==> src/rtl/sdram_burst_pkg.sv <==
package sdram_burst_pkg;

    typedef enum logic [1:0] {
        BCMD_IDLE  = 2'd0,
        BCMD_READ  = 2'd1,
        BCMD_WRITE = 2'd2,
        BCMD_STOP  = 2'd3
    } bcmd_e;

    localparam int MODE_W = 7;
    localparam int MAX_LAT = 3;

    // latency field to cycles: 1 and 2 map directly, anything else is 3
    function automatic logic [1:0] lat_decode(input logic [2:0] code);
        case (code)
            3'd1:    return 2'd1;
            3'd2:    return 2'd2;
            default: return 2'd3;
        endcase
    endfunction

endpackage

==> src/rtl/sdram_col_gen.sv <==
module sdram_col_gen #(
    parameter int COL_W = 8
) (
    input  logic [COL_W-1:0] start_i,
    input  logic [COL_W-1:0] beat_i,
    input  logic [COL_W-1:0] lmask_i,
    input  logic             ilv_i,
    input  logic             full_i,
    output logic [COL_W-1:0] col_o
);
    logic [COL_W-1:0] offs;

    assign offs = start_i + beat_i;

    always_comb begin
        if (ilv_i && !full_i) begin
            col_o = start_i ^ (beat_i & lmask_i);
        end else begin
            // keep the aligned block bits, wrap the low bits
            col_o = (start_i & ~lmask_i) | (offs & lmask_i);
        end
    end
endmodule

==> src/rtl/sdram_burst_seq.sv <==
module sdram_burst_seq
    import sdram_burst_pkg::*;
#(
    parameter int COL_W  = 8,
    parameter int DATA_W = 16,
    parameter int BYTES  = DATA_W / 8
) (
    input  logic              clk,
    input  logic              rst_n,
    input  bcmd_e             cmd_i,
    input  logic [COL_W-1:0]  col_i,
    input  logic [MODE_W-1:0] mode_i,
    input  logic [BYTES-1:0]  bmask_i,
    input  logic [DATA_W-1:0] wdata_i,
    output logic [COL_W-1:0]  arr_addr_o,
    output logic              arr_rd_o,
    output logic              arr_we_o,
    output logic [DATA_W-1:0] arr_wdata_o,
    output logic [BYTES-1:0]  arr_be_o,
    output logic [1:0]        lat_o
);
    typedef struct packed {
        logic              act;
        logic              wr;
        logic              full;
        logic              ilv;
        logic [COL_W-1:0]  start;
        logic [COL_W-1:0]  beat;
        logic [COL_W-1:0]  lmask;
        logic [1:0]        lat;
        logic [COL_W-1:0]  addr;
        logic              rd;
        logic              we;
        logic [DATA_W-1:0] wdata;
        logic [BYTES-1:0]  be;
    } seq_t;

    seq_t s_d, s_q;
    logic [COL_W-1:0] col_nxt;
    logic [COL_W-1:0] cur_col;
    logic             issue;

    function automatic logic [COL_W-1:0] len_mask(input logic [2:0] code);
        case (code)
            3'd1:    return COL_W'(1);
            3'd2:    return COL_W'(3);
            3'd3:    return COL_W'(7);
            3'd7:    return '1;
            default: return '0;
        endcase
    endfunction

    sdram_col_gen #(.COL_W(COL_W)) u_col_gen (
        .start_i (s_q.start),
        .beat_i  (s_q.beat),
        .lmask_i (s_q.lmask),
        .ilv_i   (s_q.ilv),
        .full_i  (s_q.full),
        .col_o   (col_nxt)
    );

    always_comb begin
        s_d     = s_q;
        s_d.rd  = 1'b0;
        s_d.we  = 1'b0;
        issue   = 1'b0;
        cur_col = col_nxt;
        unique case (cmd_i)
            BCMD_STOP: begin
                s_d.act = 1'b0;
            end
            BCMD_READ, BCMD_WRITE: begin
                s_d.act   = 1'b1;
                s_d.wr    = (cmd_i == BCMD_WRITE);
                s_d.start = col_i;
                s_d.beat  = '0;
                s_d.lmask = len_mask(mode_i[2:0]);
                s_d.full  = (mode_i[2:0] == 3'd7);
                s_d.ilv   = mode_i[3];
                s_d.lat   = lat_decode(mode_i[6:4]);
                issue     = 1'b1;
                cur_col   = col_i;
            end
            default: begin
                issue = s_q.act;
            end
        endcase
        if (issue) begin
            s_d.addr = cur_col;
            s_d.rd   = !s_d.wr;
            s_d.we   = s_d.wr;
            if (s_d.wr) begin
                s_d.wdata = wdata_i;
                s_d.be    = ~bmask_i;
            end
            if (!s_d.full && (s_d.beat == s_d.lmask)) begin
                s_d.act = 1'b0;
            end
            s_d.beat = s_d.beat + COL_W'(1);
        end
    end

    always_ff @(posedge clk or negedge rst_n) begin
        if (!rst_n) begin
            s_q <= '0;
        end else begin
            s_q <= s_d;
        end
    end

    assign arr_addr_o  = s_q.addr;
    assign arr_rd_o    = s_q.rd;
    assign arr_we_o    = s_q.we;
    assign arr_wdata_o = s_q.wdata;
    assign arr_be_o    = s_q.be;
    assign lat_o       = s_q.lat;
endmodule

==> src/rtl/sdram_rd_pipe.sv <==
module sdram_rd_pipe
    import sdram_burst_pkg::*;
#(
    parameter int DATA_W = 16,
    parameter int BYTES  = DATA_W / 8
) (
    input  logic              clk,
    input  logic              rst_n,
    input  logic              rd_i,
    input  logic [DATA_W-1:0] rdata_i,
    input  logic [1:0]        lat_i,
    input  logic [BYTES-1:0]  bmask_i,
    output logic [DATA_W-1:0] rdata_o,
    output logic              rvalid_o
);
    localparam int STAGES = MAX_LAT - 1;

    typedef struct packed {
        logic [STAGES:1]             v;
        logic [STAGES:1][DATA_W-1:0] d;
        logic [BYTES-1:0]            m1;
        logic [BYTES-1:0]            m2;
    } pipe_t;

    pipe_t p_d, p_q;
    logic              sel_v;
    logic [DATA_W-1:0] sel_d;

    always_comb begin
        p_d      = p_q;
        p_d.v[1] = rd_i;
        p_d.d[1] = rdata_i;
        for (int i = 2; i <= STAGES; i++) begin
            p_d.v[i] = p_q.v[i-1];
            p_d.d[i] = p_q.d[i-1];
        end
        p_d.m1 = bmask_i;
        p_d.m2 = p_q.m1;
    end

    always_ff @(posedge clk or negedge rst_n) begin
        if (!rst_n) begin
            p_q <= '0;
        end else begin
            p_q <= p_d;
        end
    end

    always_comb begin
        sel_v = rd_i;
        sel_d = rdata_i;
        for (int i = 1; i <= STAGES; i++) begin
            if (lat_i == 2'(i + 1)) begin
                sel_v = p_q.v[i];
                sel_d = p_q.d[i];
            end
        end
    end

    for (genvar b = 0; b < BYTES; b++) begin : g_byte
        assign rdata_o[b*8 +: 8] = (sel_v && !p_q.m2[b]) ? sel_d[b*8 +: 8] : 8'h00;
    end

    assign rvalid_o = sel_v;
endmodule

==> src/rtl/sdram_burst_path.sv <==
module sdram_burst_path
    import sdram_burst_pkg::*;
#(
    parameter int COL_W  = 8,
    parameter int DATA_W = 16
) (
    input  logic                  clk,
    input  logic                  rst_n,
    input  logic [1:0]            cmd_i,
    input  logic [COL_W-1:0]      col_i,
    input  logic [6:0]            mode_i,
    input  logic [DATA_W/8-1:0]   bmask_i,
    input  logic [DATA_W-1:0]     wdata_i,
    output logic [DATA_W-1:0]     rdata_o,
    output logic                  rvalid_o,
    output logic [COL_W-1:0]      arr_addr_o,
    output logic                  arr_rd_o,
    output logic                  arr_we_o,
    output logic [DATA_W-1:0]     arr_wdata_o,
    output logic [DATA_W/8-1:0]   arr_be_o,
    input  logic [DATA_W-1:0]     arr_rdata_i
);
    localparam int BYTES = DATA_W / 8;

    logic [1:0] lat;

    sdram_burst_seq #(.COL_W(COL_W), .DATA_W(DATA_W), .BYTES(BYTES)) u_seq (
        .clk         (clk),
        .rst_n       (rst_n),
        .cmd_i       (bcmd_e'(cmd_i)),
        .col_i       (col_i),
        .mode_i      (mode_i),
        .bmask_i     (bmask_i),
        .wdata_i     (wdata_i),
        .arr_addr_o  (arr_addr_o),
        .arr_rd_o    (arr_rd_o),
        .arr_we_o    (arr_we_o),
        .arr_wdata_o (arr_wdata_o),
        .arr_be_o    (arr_be_o),
        .lat_o       (lat)
    );

    sdram_rd_pipe #(.DATA_W(DATA_W), .BYTES(BYTES)) u_rd_pipe (
        .clk      (clk),
        .rst_n    (rst_n),
        .rd_i     (arr_rd_o),
        .rdata_i  (arr_rdata_i),
        .lat_i    (lat),
        .bmask_i  (bmask_i),
        .rdata_o  (rdata_o),
        .rvalid_o (rvalid_o)
    );
endmodule

==> config.mk <==
export PLATFORM = sky130hd
export DESIGN_NAME = sdram_burst_path
export DESIGN_NICKNAME = d
export VERILOG_FILES = /design/src/rtl/sdram_burst_pkg.sv /design/src/rtl/sdram_col_gen.sv /design/src/rtl/sdram_burst_seq.sv /design/src/rtl/sdram_rd_pipe.sv /design/src/rtl/sdram_burst_path.sv
export SDC_FILE = /design/constraint.sdc
export NUM_CORES = 1
export LEC_CHECK = 0
export BUFFER_PORTS_ARGS = -buffer_cell sky130_fd_sc_hd__buf_2
export CORE_AREA = 4 4 95 97
export DETAILED_ROUTE_END_ITERATION = 6
export DIE_AREA = 0 0 99 101
export PLACE_DENSITY = 0.81
export SLEW_MARGIN = 20
export SYNTH_ARGS = -nofsm -noshare
export SYNTH_HDL_FRONTEND = slang
export SYNTH_HIERARCHICAL = 1
export SYNTH_SLANG_ARGS = --single-unit
export TNS_END_PERCENT = 50
==> constraint.sdc <==
create_clock -name clk -period 3.1 [get_ports clk]
set_input_delay 0.62 -clock clk [delete_from_list [all_inputs] [get_ports clk]]
set_output_delay 0.62 -clock clk [all_outputs]
set_load 0.01 [all_outputs]
==> impl_metrics.csv <==
group,metric,value,unit
placed_design,globalplace.congestion,0.848,
clocking,cts_max_level,3,
critical_path,reg2reg_from,"u_seq/s_q[40]$_DFF_PN0_",
finish,post-route-util,64.7,%
synth,yosys_warnings,6,
clocking,cts_root_buf,"clkbuf_8",
synth,synthMuxAreaShare,8.48,%
drt,dr.pass1.iters,5,
power_and_ir_drop,switchingPower,0.00108,W
grt,grt_start_max_net_pins,52,
synth,synth_largest_area_cell,"dfrtp_1",
placed_design,hpwl,6840,microns
drt,num_vias,3327,
sta,fin_crit,2.56,ns
critical_path,crit_arrival,1.94,ns
grt,gr-total-overflow,0,
sta,final.setup.tns,0,ns
sta,rsz0062_at_grt,"no",
floorplan,ioPinCount,98,
sta,hold_viol_final,0,
sta,tightestPinTransition,0.619,ns
synth,syn_area,4710,sq um
outcome,status,"finished, final reports clean",
synth,synth_top_family_by_area,"compound AO/OA/AOI/OAI gates",
drt,antenna_left,0,
sta,setup_ws,0.538,ns
finish,nFillCells,630,
drt,wirelength,9470,microns
sta,setup_violations,0,
sta,relSlewSlack,58.7,%
drt,remaining_drc_errors,0,
synth,synth_ff_type,"dfrtp_1",
synth,synthXorXnorAreaFrac,2.98,%
power_and_ir_drop,vdd_drop_max,395,uV
finish,layout-drive-gt1-share,30.6,%
flow_run,cap_viol_max_count,0,
clocking,ctsResizeCount,0,
power_and_ir_drop,seqPwrFrac,49.8,%
drt,drt-vias-per-instance,5.35,
clocking,cts_made_buffers,9,
floorplan,rows,33,
finish,finalNonFillerCells,622,
sta,drv_slew,0,
synth,synth_commonest_cells,"dfrtp_1, nand2_1, nor2_1",
synth,synth.top_cell.area_share,51.0,%
placed_design,place_area,5080,sq um
sta,period_share,82.7,%
finish,nets,576,
power_and_ir_drop,power_frac_clock,23.3,%
floorplan,core_region_area,8130,sq um
sta,max_clock_freq,390,MHz
power_and_ir_drop,combPwrFrac,26.9,%
synth,yosysSeqAreaShare,51.0,%
synth,synth_nets,505,
critical_path,critPathRequiredTime,2.48,ns
synth,synth-simple-area-share,12.8,%
finish,num_antenna_cells,0,
synth,ys_ff_latch,96,
synth,ys_async_sr_fraction,100,%
synth,synthTopCellsByArea,"dfrtp_1, mux2i_1, nand2_1",
grt,grt.total_usage,19.6,%
clocking,clk_latency,0.35,ns
clocking,cts.sinks,96,
floorplan,fp.dieH,101,microns
critical_path,crit_path_max_incr_delay,0.63,ns
synth,synthCells,441,
critical_path,critPathKind,"reg -> out",
synth,synth_cell_types,51,
critical_path,crit_fanout,12,
grt,antenna_found_initial,0,
finish,design_area,5260,sq um
clocking,clk_pin_slew,0.09,ns
grt,grt_pass1_vias,3243,
synth,synthMostInstantiatedCell,"dfrtp_1",
critical_path,rrSetupSlack,0.87,ns
drt,drt_iter0_drc,229,
synth,synth.avg_cell_area,10.7,sq um
clocking,cts_tree,"built",
finish,syn_to_final_growth,11.8,%
placed_design,dp.cells,606,
worst_hold_path,worst_hold_path_type,"in -> async",
placed_design,io_buffers,97,
power_and_ir_drop,internal_power,0.00213,W
floorplan,fp.dieArea,10000,sq um
drt,wl_per_cell,15.2,microns
synth,synth_compound_area_share,13.7,%
critical_path,worstSetupStartpointType,"flop",
sta,skew,0.00940,ns
power_and_ir_drop,p_per_area,610,nW/um^2
floorplan,initial_core_util,57.9,%
critical_path,crit_slowest_cell,"dfrtp_1",
power_and_ir_drop,p_leak,2.63,nW
clocking,postCtsHoldBufs,0,
critical_path,worstSetupEndpointType,"primary output",
grt,grt_pass1_wl,15700,microns
critical_path,path_cells,"nor2_1, a211o_4, a211oi_2, buf_2",
synth,synth_edf_count,0,
floorplan,die_x,99,microns
clocking,cts.path.max_buffers,2,
synth,synth-adder-area-share,3.08,%
power_and_ir_drop,swShare,33.5,%
critical_path,ff2ff_path_depth,8,
clocking,post_cts_buffers,0,
critical_path,reg2reg_to,"u_seq/arr_addr_o[7]$_DFFE_PN0P_",
placed_design,place_ws,0.595,ns
-- per-layer routing --
| layer | global-route usage [%] | vias up | wire length [microns] |
|---|---|---|---|
| met5 | 0 | - | 0 |
| met1 | 27.8 | 1592 | 4260 |
| li1 | - | 1621 | - |
| met2 | 30.8 | 105 | 4500 |
| met3 | 3.67 | 9 | 599 |
| met4 | 6.30 | 0 | 107 |
-- per-stage QoR --
step / hold slack, ns / total power [W]
floorplan: 0.324 / 0.00232
global placement: 0.334 / 0.00245
detailed placement: 0.338 / 0.00249
CTS: 0.282 / 0.00325
global route: 0.316 / 0.00342
finish: 0.282 / 0.00321
-- cell usage in the layout, fill, tap and decap left out, types with 4 or more instances in the layout --
master    count
nand2_1      67
mux2i_1      26
ha_1         10
nor2_1       33
nand3_1      10
dfrtp_1      96
mux2_2       11
nand2b_1      4
buf_2        96
o21a_1        6
a21oi_1      12
buf_4        10
xnor2_1      13
o21ai_0      32
a211oi_2     16
inv_1        16
clkbuf_8      9
-- critical path: cells and delay by family (launching register included) --
kind	cells	cell delay, ns
buffers and inverters	1	0.17
AO/OA/AOI/OAI	2	0.61
flip-flops	1	0.63
AND/OR/NAND/NOR	1	0.18
-- logic make-up (layout without fill, tap and decap cells) --
kind of cell | count (synthesis) | in the layout
xor+xnor | 16 | 16
flops | 96 | 96
simple gates | 131 | 131
fa+ha+maj | 11 | 11
compound gates | 86 | 86
buf+inv | 63 | 139
mux | 38 | 38
-- layout make-up --
class / count / area [sq um] / share of cell area [%]
Clock buffer: 10 / 128 / 2.43
Clock inverter: 6 / 52.6 / 0.999
Multi-Input combinational cell: 282 / 1930 / 36.7
Sequential cell: 96 / 2400 / 45.6
Tap cell: 105 / 131 / 2.50
Timing Repair Buffer: 106 / 556 / 10.6
Inverter: 17 / 63.8 / 1.21
-- registers in the layout, summed over array words and instances (netlist names) --
name	cells
u_seq/arr_addr_o	8
u_rd_pipe/p_q	19
u_seq/arr_wdata_o	16
u_seq/arr_be_o	2
u_seq/arr_rd_o	1
u_seq/s_q	28
u_seq/arr_we_o	1
u_seq/lat_o	2
u_rd_pipe/p_d	19
-- how the worst max path moves through the flow --
stage	startpoint	end	slack, ns
2_1_floorplan	cmd_i[0]	u_seq/s_q[44]$_DFF_PN0_	1.03
3_3_place_gp	cmd_i[0]	u_seq/arr_wdata_o[10]$_DFFE_PN0P_	0.66
3_5_place_dp	cmd_i[1]	u_seq/arr_wdata_o[9]$_DFFE_PN0P_	0.60
4_1_cts	u_seq/lat_o[1]$_DFFE_PN0N_	rdata_o[6]	0.52
5_1_grt	u_seq/lat_o[1]$_DFFE_PN0N_	rdata_o[1]	0.42
6_report	u_seq/lat_o[1]$_DFFE_PN0N_	rdata_o[2]	0.54
-- power by group through the flow --
stage	registers (W)	clock network, W	logic [W]
2_1_floorplan	0.00158	0	0.000739
5_1_grt	0.00163	0.000825	0.000967
3_5_place_dp	0.00162	0	0.000867
3_3_place_gp	0.00161	0	0.000840
6_report	0.00160	0.000748	0.000864
4_1_cts	0.00160	0.000773	0.000871
Note: power is estimated with default switching activity, not from simulation.
